--- src/rtl/spi_core_pkg.sv ---
package spi_core_pkg;
  localparam int DATA_W = 16;
  localparam int CPOL_BIT = 7;
  localparam int CPHA_BIT = 6;

  typedef enum logic [1:0] {
    ST_IDLE  = 2'd0,
    ST_SHIFT = 2'd1,
    ST_HOLD  = 2'd2
  } seq_state_e;

  // frame length in bits from the 2-bit size code
  function automatic logic [4:0] frame_bits(input logic [1:0] code);
    case (code)
      2'd0:    return 5'd4;
      2'd2:    return 5'd16;
      default: return 5'd8;
    endcase
  endfunction
endpackage

--- src/rtl/spi_clk_div.sv ---
module spi_clk_div #(
  parameter int DIV_W = 16
) (
  input  logic             clk,
  input  logic             rst_n,
  input  logic             run,
  input  logic [DIV_W-1:0] div_val,
  output logic             tick
);
  localparam int HALF_W = DIV_W - 1;

  logic [HALF_W-1:0] half_len;
  logic [HALF_W-1:0] cnt_q, cnt_d;

  // odd values round down, zero becomes one system cycle per half period
  always_comb begin
    half_len = div_val[DIV_W-1:1];
    if (half_len == '0) half_len = HALF_W'(1);
  end

  assign tick = run && (cnt_q == half_len - HALF_W'(1));

  always_comb begin
    if (!run || tick) cnt_d = '0;
    else              cnt_d = cnt_q + HALF_W'(1);
  end

  always_ff @(posedge clk or negedge rst_n) begin
    if (!rst_n) cnt_q <= '0;
    else        cnt_q <= cnt_d;
  end
endmodule

--- src/rtl/spi_shifter.sv ---
module spi_shifter
  import spi_core_pkg::*;
(
  input  logic              clk,
  input  logic              rst_n,
  input  logic              load,
  input  logic [DATA_W-1:0] tx_word,
  input  logic [4:0]        nbits,
  input  logic              cpha,
  input  logic              drive_en,
  input  logic              sample_en,
  input  logic              miso,
  output logic              mosi,
  output logic [DATA_W-1:0] rx_word
);
  logic [DATA_W-1:0] tx_sr_q, tx_sr_d;
  logic [DATA_W-1:0] rx_sr_q, rx_sr_d;
  logic              mosi_q, mosi_d;
  logic [DATA_W-1:0] aligned;
  logic [4:0]        pad;

  always_comb begin
    pad     = 5'(DATA_W) - nbits;
    aligned = tx_word << pad;
  end

  always_comb begin
    tx_sr_d = tx_sr_q;
    rx_sr_d = rx_sr_q;
    mosi_d  = mosi_q;
    if (load) begin
      rx_sr_d = '0;
      if (cpha) begin
        tx_sr_d = aligned;
      end else begin
        mosi_d  = aligned[DATA_W-1];
        tx_sr_d = aligned << 1;
      end
    end else begin
      if (drive_en) begin
        mosi_d  = tx_sr_q[DATA_W-1];
        tx_sr_d = tx_sr_q << 1;
      end
      if (sample_en) rx_sr_d = {rx_sr_q[DATA_W-2:0], miso};
    end
  end

  always_ff @(posedge clk or negedge rst_n) begin
    if (!rst_n) begin
      tx_sr_q <= '0;
      rx_sr_q <= '0;
      mosi_q  <= 1'b0;
    end else begin
      tx_sr_q <= tx_sr_d;
      rx_sr_q <= rx_sr_d;
      mosi_q  <= mosi_d;
    end
  end

  assign mosi    = mosi_q;
  assign rx_word = rx_sr_q;
endmodule

--- src/rtl/spi_seq.sv ---
module spi_seq
  import spi_core_pkg::*;
#(
  parameter int NUM_CS = 2
) (
  input  logic              clk,
  input  logic              rst_n,
  input  logic              en,
  input  logic              tx_valid,
  input  logic [NUM_CS-1:0] sel,
  input  logic              tick,
  input  logic [4:0]        nbits,
  input  logic              cpha,
  output logic              load,
  output logic              run,
  output logic              busy,
  output logic              drive_en,
  output logic              sample_en,
  output logic              lvl,
  output logic              rx_push
);
  localparam int EDGE_W = $clog2(2 * DATA_W) + 1;

  seq_state_e        state_q, state_d;
  logic [EDGE_W-1:0] edge_q, edge_d;
  logic              lvl_q, lvl_d;
  logic              push_q, push_d;
  logic [EDGE_W-1:0] last_edge;
  logic              sel_ok, shift_tick, leading;

  always_comb begin
    sel_ok     = (sel != '0) && ((sel & (sel - NUM_CS'(1))) == '0);
    last_edge  = EDGE_W'({nbits, 1'b0}) - EDGE_W'(1);
    shift_tick = (state_q == ST_SHIFT) && tick;
    leading    = !edge_q[0];
    drive_en   = shift_tick && (cpha ? leading : !leading);
    sample_en  = shift_tick && (cpha ? !leading : leading);
  end

  always_comb begin
    state_d = state_q;
    edge_d  = edge_q;
    lvl_d   = lvl_q;
    push_d  = 1'b0;
    load    = 1'b0;
    if (!en) begin
      state_d = ST_IDLE;
      edge_d  = '0;
      lvl_d   = 1'b0;
    end else begin
      case (state_q)
        ST_IDLE: begin
          if (tx_valid && sel_ok) begin
            load    = 1'b1;
            state_d = ST_SHIFT;
            edge_d  = '0;
            lvl_d   = 1'b0;
          end
        end
        ST_SHIFT: begin
          if (tick) begin
            lvl_d  = !lvl_q;
            edge_d = edge_q + EDGE_W'(1);
            if (edge_q == last_edge) begin
              state_d = ST_HOLD;
              push_d  = 1'b1;
            end
          end
        end
        ST_HOLD: begin
          if (tick) begin
            edge_d = '0;
            if (tx_valid) begin
              load    = 1'b1;
              state_d = ST_SHIFT;
            end else begin
              state_d = ST_IDLE;
            end
          end
        end
        default: state_d = ST_IDLE;
      endcase
    end
  end

  always_ff @(posedge clk or negedge rst_n) begin
    if (!rst_n) begin
      state_q <= ST_IDLE;
      edge_q  <= '0;
      lvl_q   <= 1'b0;
      push_q  <= 1'b0;
    end else begin
      state_q <= state_d;
      edge_q  <= edge_d;
      lvl_q   <= lvl_d;
      push_q  <= push_d;
    end
  end

  assign run     = (state_q != ST_IDLE);
  assign busy    = (state_q == ST_SHIFT);
  assign lvl     = lvl_q;
  assign rx_push = push_q;
endmodule

--- src/rtl/spi_shift_core.sv ---
module spi_shift_core
  import spi_core_pkg::*;
#(
  parameter int DIV_W  = 16,
  parameter int NUM_CS = 2
) (
  input  logic              clk,
  input  logic              rst_n,
  input  logic [7:0]        ctrl_word,
  input  logic              en,
  input  logic [NUM_CS-1:0] sel,
  input  logic [DIV_W-1:0]  div_val,
  input  logic              tx_valid,
  input  logic [DATA_W-1:0] tx_data,
  output logic              tx_pop,
  output logic              rx_valid,
  output logic [DATA_W-1:0] rx_data,
  output logic              sclk,
  output logic              mosi,
  input  logic              miso,
  output logic [NUM_CS-1:0] cs_n,
  output logic              busy
);
  logic       cpol, cpha;
  logic [4:0] nbits;
  logic       tick, run, load, drive_en, sample_en, lvl;

  assign cpol  = ctrl_word[CPOL_BIT];
  assign cpha  = ctrl_word[CPHA_BIT];
  assign nbits = frame_bits(ctrl_word[1:0]);

  spi_clk_div #(.DIV_W(DIV_W)) u_div (
    .clk     (clk),
    .rst_n   (rst_n),
    .run     (run),
    .div_val (div_val),
    .tick    (tick)
  );

  spi_seq #(.NUM_CS(NUM_CS)) u_seq (
    .clk       (clk),
    .rst_n     (rst_n),
    .en        (en),
    .tx_valid  (tx_valid),
    .sel       (sel),
    .tick      (tick),
    .nbits     (nbits),
    .cpha      (cpha),
    .load      (load),
    .run       (run),
    .busy      (busy),
    .drive_en  (drive_en),
    .sample_en (sample_en),
    .lvl       (lvl),
    .rx_push   (rx_valid)
  );

  spi_shifter u_shift (
    .clk       (clk),
    .rst_n     (rst_n),
    .load      (load),
    .tx_word   (tx_data),
    .nbits     (nbits),
    .cpha      (cpha),
    .drive_en  (drive_en),
    .sample_en (sample_en),
    .miso      (miso),
    .mosi      (mosi),
    .rx_word   (rx_data)
  );

  assign tx_pop = load;
  assign sclk   = cpol ^ lvl;

  for (genvar i = 0; i < NUM_CS; i++) begin : g_cs
    assign cs_n[i] = !(run && sel[i]);
  end
endmodule

--- config.mk ---
export PLATFORM = sky130hd
export DESIGN_NAME = spi_shift_core
export DESIGN_NICKNAME = d
export VERILOG_FILES = /design/src/rtl/spi_core_pkg.sv /design/src/rtl/spi_clk_div.sv /design/src/rtl/spi_shifter.sv /design/src/rtl/spi_seq.sv /design/src/rtl/spi_shift_core.sv
export SDC_FILE = /design/constraint.sdc
export NUM_CORES = 1
export LEC_CHECK = 0
export CAP_MARGIN = 15
export CORE_AREA = 2 2 98 147
export CTS_BUF_LIST = sky130_fd_sc_hd__clkbuf_8
export DETAILED_ROUTE_END_ITERATION = 6
export DIE_AREA = 0 0 100 149
export PLACE_DENSITY = 0.55
export SETUP_SLACK_MARGIN = 0.05
export SLEW_MARGIN = 25
export SYNTH_ARGS = -nofsm -noshare
export SYNTH_HDL_FRONTEND = slang
export SYNTH_HIERARCHICAL = 1
export SYNTH_SLANG_ARGS = --single-unit
--- constraint.sdc ---
create_clock -name clk -period 4.5 [get_ports clk]
set_clock_uncertainty 0.1 [all_clocks]
set_input_delay 0.675 -clock clk [delete_from_list [all_inputs] [get_ports clk]]
set_output_delay 0.675 -clock clk [all_outputs]
set_load 0.1 [all_outputs]
==> impl_metrics.tcl, run 1 <==
set metrics [dict create \
    worst_pin_slew_ns 1.04 \
    finalPower_w 0.00150 \
    hold_viol 0 \
    async_reset_ff_share_pct 100 \
    power_density_mw_per_mm2 242 \
    clock-sinks 58 \
    crit_path_top_delay_cell "a22o_4" \
    core_area_sq_mm 0.0138 \
    rsz0062_at_grt "yes" \
    synth-seq-area-share_pct 31.2 \
    start_util_pct 33.7 \
    die_h_um 149 \
    synth.area.top_cells "dfrtp_1, mux2i_1, xnor2_1" \
    viasPerCell 5.34 \
    dp_hpwl_um 9430 \
    grt_antenna_before_repair 0 \
    grt_max_degree 36 \
    synthTopCellsByCount "dfrtp_1, nor2_1, mux2i_1" \
    cts_max_level 3 \
    path_max_fanout 2 \
    power_frac_comb_pct 28.5 \
    p_seq_share_pct 38.8 \
    cts_buffers 9 \
    violations "setup timing" \
    critPathKind "in -> out" \
    pin_count 70 \
    place.gp.congestion 0.884 \
    reg2reg_slack_ns 0.98 \
    yosysTopAreaCellShare_pct 31.2 \
    rr_worst_depth 13 \
    setup-tns-final_ns -0.0312 \
    dr_total_vias 4291 \
    leakage_nw 2.58 \
    worst_slack_ns -0.0312 \
    swShare_pct 31.5 \
    die_area_sq_mm 0.0149 \
    cpMostUsedCell "buf_4" \
    setup_viol_count_final 1 \
    layout-drive-gt1-share_pct 23.2 \
    ys_ff_latch 58 \
    port_buffers 64 \
    cp_slowest_stage_delay_ns 0.27 \
    max-cap-violations 0 \
    clk_latency_ns 0.34 \
    hold_class "in -> async" \
    syn_inst 519 \
    avgRoutedWirePerCell_um 15.7 \
    drt_iter0_drc 151 \
    ant_nets 0 \
    crit_arrival_ns 3.76 \
    startpoint "div_val[8]" \
    synth_cell_type_count 75 \
    clk_root_buffer_cell "clkbuf_8" \
    synth_edf_count 0 \
    first_global_vias 4419 \
    fin_util_pct 44.9 \
    timing.rr.end "u_seq/edge_q[5]" \
    synth_area_sq_mm 0.00465 \
    cts_tree "done" \
    status "complete, but fails checks" \
    max-vdd-ir-drop_mv 0.152 \
    syn_area_per_cell_sq_um 8.96 \
    grt_use_total_pct 17.0 \
    final_nets 686 \
    start_kind "input port" \
    die_w_um 100 \
    p_switching_w 0.000472 \
    r2r_start "u_div/cnt_q[9]" \
    postLayoutCellArea_sq_mm 0.00620 \
    final_max_slew_viol_count 0 \
    yosysMostFrequentCell "dfrtp_1" \
    slew_headroom_pct 30.1 \
    drtPass1Iterations 4 \
    crit_chain "dlygate4sd2_1 -> nor3_2 -> buf_4 -> buf_4 -> buf_4 -> buf_4 -> buf_4 -> buf_4 -> buf_4 -> buf_4 -> buf_4 -> buf_4 -> buf_4 -> buf_4 -> buf_4 -> nand4_1 -> a211oi_1 -> a21oi_2 -> nor4_4 -> and3_4 -> and4b_1 -> a22o_4 -> buf_12" \
    syn2layout_area_growth_pct 33.4 \
    critPathRequiredTime_ns 3.72 \
    grt_pass1_wl_um 20600 \
    pwr-share-clk_pct 32.7 \
    routed_wl_um 12600 \
    min_period_over_period_pct 101 \
    p_int_w 0.00103 \
    drcViolationCount 0 \
    num_rows 53 \
    cp-end-kind "primary output" \
    ys_warn_count 6 \
    grt-ovfl-total 0 \
    synthFlopType "dfrtp_1" \
    n_antenna_cell 0 \
    fmax_mhz 221 \
    placed_area_sq_mm 0.00579 \
    clk_pin_slew_ns 0.07 \
    period_needed_ns 4.53 \
    synth.largest_area_cell "dfrtp_1" \
    cts.path.max_buffers 2 \
    whs_ns 0.256 \
]
[kinds of logic after synthesis]
logic type	synth area share [%]
xor gates and xnor gates	8.05
AOI/OAI and AO/OA	16.8
other	0.0807
DFF	31.2
buffers and inverters	4.52
and+or+nand+nor	21.9
muxes	16.1
adders and majority gates	1.35
[metal layers]
metal | vias to the layer above | GRT usage [%] | routed length, um
li1 | 2118 | - | -
met3 | 21 | 2.16 | 358
met2 | 83 | 32.7 | 6810
met1 | 2069 | 18.4 | 5130
met5 | - | 0 | 0
met4 | 0 | 6.85 | 303
[flip-flops by register name (all words and copies together), names as in the netlist]
signal / flops
u_div/cnt_q: 15
u_seq/edge_q: 6
u_seq/lvl: 1
u_seq/rx_push: 1
u_seq/state_q: 2
u_shift/mosi: 1
u_shift/rx_word: 16
u_shift/tx_sr_q: 16
[layout by cell type (no fill, tap or decap), drive strengths merged, types with 4 or more instances in the layout]
master         count
conb              12
a21oi             34
or4                8
and2               5
xnor2             24
o22ai             10
nor2b              7
clkbuf            13
a22oi              9
o21ai             15
nand2             42
nand4             14
inv               17
nor4               4
a221oi             4
nand3             16
o31ai              4
or3                5
mux2               8
a31oi              8
buf               68
mux4               6
xor2              17
dfrtp             58
nor2              53
nand2b             6
or2                5
clkdlybuf4s50     49
a211oi             4
nor3               6
mux2i             52
ha                 5
[area by class of cell]
| class | count | area [sq um] |
|---|---|---|
| clock inverters | 5 | 53.8 |
| flip-flops and latches | 58 | 1450 |
| fillers | 1362 | 7590 |
| multi-input cells | 423 | 3130 |
| well taps | 165 | 206 |
| repair buffers | 125 | 1140 |
| clock buffers | 11 | 151 |
| inverters | 17 | 63.8 |
[how the worst max path moves through the flow]
stage,to
finish,tx_pop
global route,tx_pop
CTS,tx_pop
detailed placement,tx_pop
global placement,tx_pop
floorplan,tx_pop
[per-stage QoR]
step	worst slack (ns)	std cells
after floorplan	-0.114	530
after global placement	-0.481	771
after detailed placement	-0.553	771
after CTS	-0.0219	799
after global routing	-0.210	804
final	-0.0312	804
[power by group through the flow]
stage	clock network [W]	logic, W	registers [W]
floorplan	0	0.000260	0.000600
global placement	0	0.000406	0.000590
detailed placement	0	0.000411	0.000591
CTS	0.000508	0.000415	0.000581
global route	0.000527	0.000465	0.000586
finish	0.000490	0.000428	0.000581
[timing repair]
action	in CTS	in global routing
pin swaps	13	17
hold buffers	0	0
resized for setup	41	21
buffers inserted	12	4
endpoints found under the setup margin	38	22
cloned	0	1
[critical path, delay by kind of cell]
family	cells	cell delay, ns
AND/OR/NAND/NOR	5	0.58
AO/OA/AOI/OAI	3	0.56
buffers and inverters	15	1.97
Power figures use the tool's default switching activity.
==> run 2, diff against run 1 <==
--- a/config.mk
+++ b/config.mk
@@ -12,7 +12,7 @@
 export DIE_AREA = 0 0 100 149
 export PLACE_DENSITY = 0.55
 export SETUP_SLACK_MARGIN = 0.05
-export SLEW_MARGIN = 25
+export SLEW_MARGIN = 20
 export SYNTH_ARGS = -nofsm -noshare
 export SYNTH_HDL_FRONTEND = slang
 export SYNTH_HIERARCHICAL = 1
==> results of run 2 <==
Same layout as run 1: the final DEF is identical, and so are final timing and power.
==> run 3, diff against run 2 <==
--- a/config.mk
+++ b/config.mk
@@ -6,11 +6,11 @@
 export NUM_CORES = 1
 export LEC_CHECK = 0
 export CAP_MARGIN = 15
-export CORE_AREA = 2 2 98 147
+export CORE_AREA = 2 2 107 161
 export CTS_BUF_LIST = sky130_fd_sc_hd__clkbuf_8
 export DETAILED_ROUTE_END_ITERATION = 6
-export DIE_AREA = 0 0 100 149
-export PLACE_DENSITY = 0.55
+export DIE_AREA = 0 0 109 163
+export PLACE_DENSITY = 0.47
 export SETUP_SLACK_MARGIN = 0.05
 export SLEW_MARGIN = 20
 export SYNTH_ARGS = -nofsm -noshare
==> run 3 against run 2 <==
  * The run now ends clean
  * Non-clock buffer count rose by 4
  * Register-to-register slack improved by 0.05 ns
  * Core utilization fell by 7.1 points
  * Clock power rose by 7.8%
  * Hold slack improved by 0.13 ns
  * Via count rose by 0.14%
  * Sequential cell count did not move
  * Power rose by 2.4%
  * Sequential power barely moved
  * Sequential share of layout area fell by 0.11 points
  * Fmax rose by 0.71%
  * Critical path depth fell by 8
  * Critical path type unchanged
  * Critical endpoint unchanged
  * Largest cell class unchanged
  * Largest power group unchanged
==> impl_metrics.tcl, run 3 (same netlist as run 1, synthesis figures left out) <==
set metrics [dict create \
    setup-tns-final_ns 0 \
    final_max_slew_viol_count 0 \
    grt_use_total_pct 14.7 \
    place.gp.congestion 0.850 \
    start_util_pct 28.2 \
    hold_class "in -> async" \
    clock-sinks 58 \
    postLayoutCellArea_sq_mm 0.00623 \
    layout-drive-gt1-share_pct 23.2 \
    worst_slack_ns 0.000836 \
    die_w_um 109 \
    worst_pin_slew_ns 1.02 \
    placed_area_sq_mm 0.00586 \
    cp-end-kind "primary output" \
    pin_count 70 \
    setup_viol_count_final 0 \
    min_period_over_period_pct 100 \
    avgRoutedWirePerCell_um 14.8 \
    clk_root_buffer_cell "clkbuf_8" \
    path_max_fanout 2 \
    hold_viol 0 \
    holdBufCountCts 0 \
    pwr-share-clk_pct 34.4 \
    crit_arrival_ns 3.72 \
    cts.path.max_buffers 2 \
    clk_pin_slew_ns 0.07 \
    grt_pass1_wl_um 20900 \
    start_kind "input port" \
    viasPerCell 5.04 \
    p_int_w 0.00107 \
    port_buffers 64 \
    first_global_vias 4407 \
    p_switching_w 0.000468 \
    drt_iter0_drc 163 \
    grt_antenna_before_repair 0 \
    drcViolationCount 0 \
    wl_met1_um 4970 \
    die_h_um 163 \
    syn2layout_area_growth_pct 34.0 \
    dr_total_vias 4297 \
    critPathRequiredTime_ns 3.72 \
    num_rows 58 \
    leakage_nw 2.60 \
    grt-ovfl-total 0 \
    cts_max_level 3 \
    ant_nets 0 \
    cts_tree "done" \
    cts_buffers 9 \
    final_cell_mix "buf_4, dfrtp_1, nor2_1, mux2i_1, clkdlybuf4s50_1" \
    period_needed_ns 4.50 \
    post-place-ws_ns -0.511 \
    p_seq_share_pct 37.8 \
    wl_met3_um 437 \
    max-cap-violations 0 \
    power_density_mw_per_mm2 246 \
    drtPass1Iterations 4 \
    layout_commonest_cell "buf_4" \
    clk_latency_ns 0.33 \
    core_area_sq_mm 0.0165 \
    final_cells 853 \
    dp_hpwl_um 9700 \
    swShare_pct 30.5 \
    dpl.cell_count 820 \
    rsz0062_at_grt "yes" \
    status "completed" \
    routed_wl_um 12600 \
    slew_headroom_pct 31.9 \
    fmax_mhz 222 \
    wl_met2_um 6810 \
    highest_layer "met4" \
    power_frac_comb_pct 27.7 \
    fillers 1677 \
    max-vdd-ir-drop_mv 0.106 \
    die_area_sq_mm 0.0178 \
    critPathKind "in -> out" \
    grt_max_degree 59 \
    final_nets 690 \
    n_antenna_cell 0 \
]
## run 3: final timing paths
check	start	to	slack (ns)	cells after the start
worst max-delay path	div_val[4]	tx_pop	0.0008	15
worst min-delay path	rst_n	u_shift/rx_word[5]	0.38	2
max in group asynchronous	rst_n	u_shift/tx_sr_q[11]	3.41	2
worst max register to register	u_div/cnt_q[9]	u_seq/edge_q[3]	1.03	12
min in group clk	u_shift/tx_sr_q[0]	u_shift/tx_sr_q[0]	0.44	2
worst min register to register	u_shift/tx_sr_q[0]	u_shift/tx_sr_q[0]	0.44	2
## run 3: power groups by stage
stage               clock [W]  combinational, W  sequential (W)
floorplan                   0          0.000260        0.000600
global placement            0          0.000409        0.000590
detailed placement          0          0.000413        0.000591
CTS                  0.000549          0.000420        0.000581
global route         0.000575          0.000464        0.000586
finish               0.000528          0.000425        0.000580
## run 3: layer usage
metal,vias up,global-route usage (%)
li1,2119,-
met1,2050,15.9
met2,99,27.5
met3,29,1.92
met4,0,6.82
met5,-,0
## run 3: through the flow
step           util (%)  hold slack (ns)  power [W]
3_5_place_dp       35.6            0.420    0.00100
5_1_grt            37.8            0.454    0.00162
2_1_floorplan         -            0.279   0.000860
3_3_place_gp       35.6            0.408   0.000999
6_report           37.8            0.382    0.00153
4_1_cts            37.6            0.413    0.00155
## run 3: worst max-delay path: stages
cell	delay, ns
buf_2	0.12
nor4_4	0.28
nand4_1	0.16
nor2_1	0.13
nor2_1	0.05
ha_2	0.28
xnor2_2	0.15
a221oi_2	0.17
o311ai_1	0.13
or4_4	0.56
nor4_4	0.24
and3_4	0.23
and4b_1	0.20
a22o_4	0.17
buf_12	0.18
## run 3: cell type report
| class | instances | area (sq um) | share of cell area (%) |
|---|---|---|---|
| clock inverter | 6 | 81.3 | 1.31 |
| multi-input combinational | 423 | 3110 | 50.0 |
| timing repair buffer | 129 | 1120 | 17.9 |
| clock buffer | 10 | 138 | 2.21 |
| sequential | 58 | 1450 | 23.3 |
| inverter | 17 | 63.8 | 1.02 |
| tap | 210 | 263 | 4.22 |
## run 3: timing repair
action / CTS / global route
setup endpoints to repair: 38 / 7
pin swaps: 15 / 13
endpoints found under the hold margin: 0 / 0
buffers inserted: 13 / 5
gates resized for setup: 48 / 10
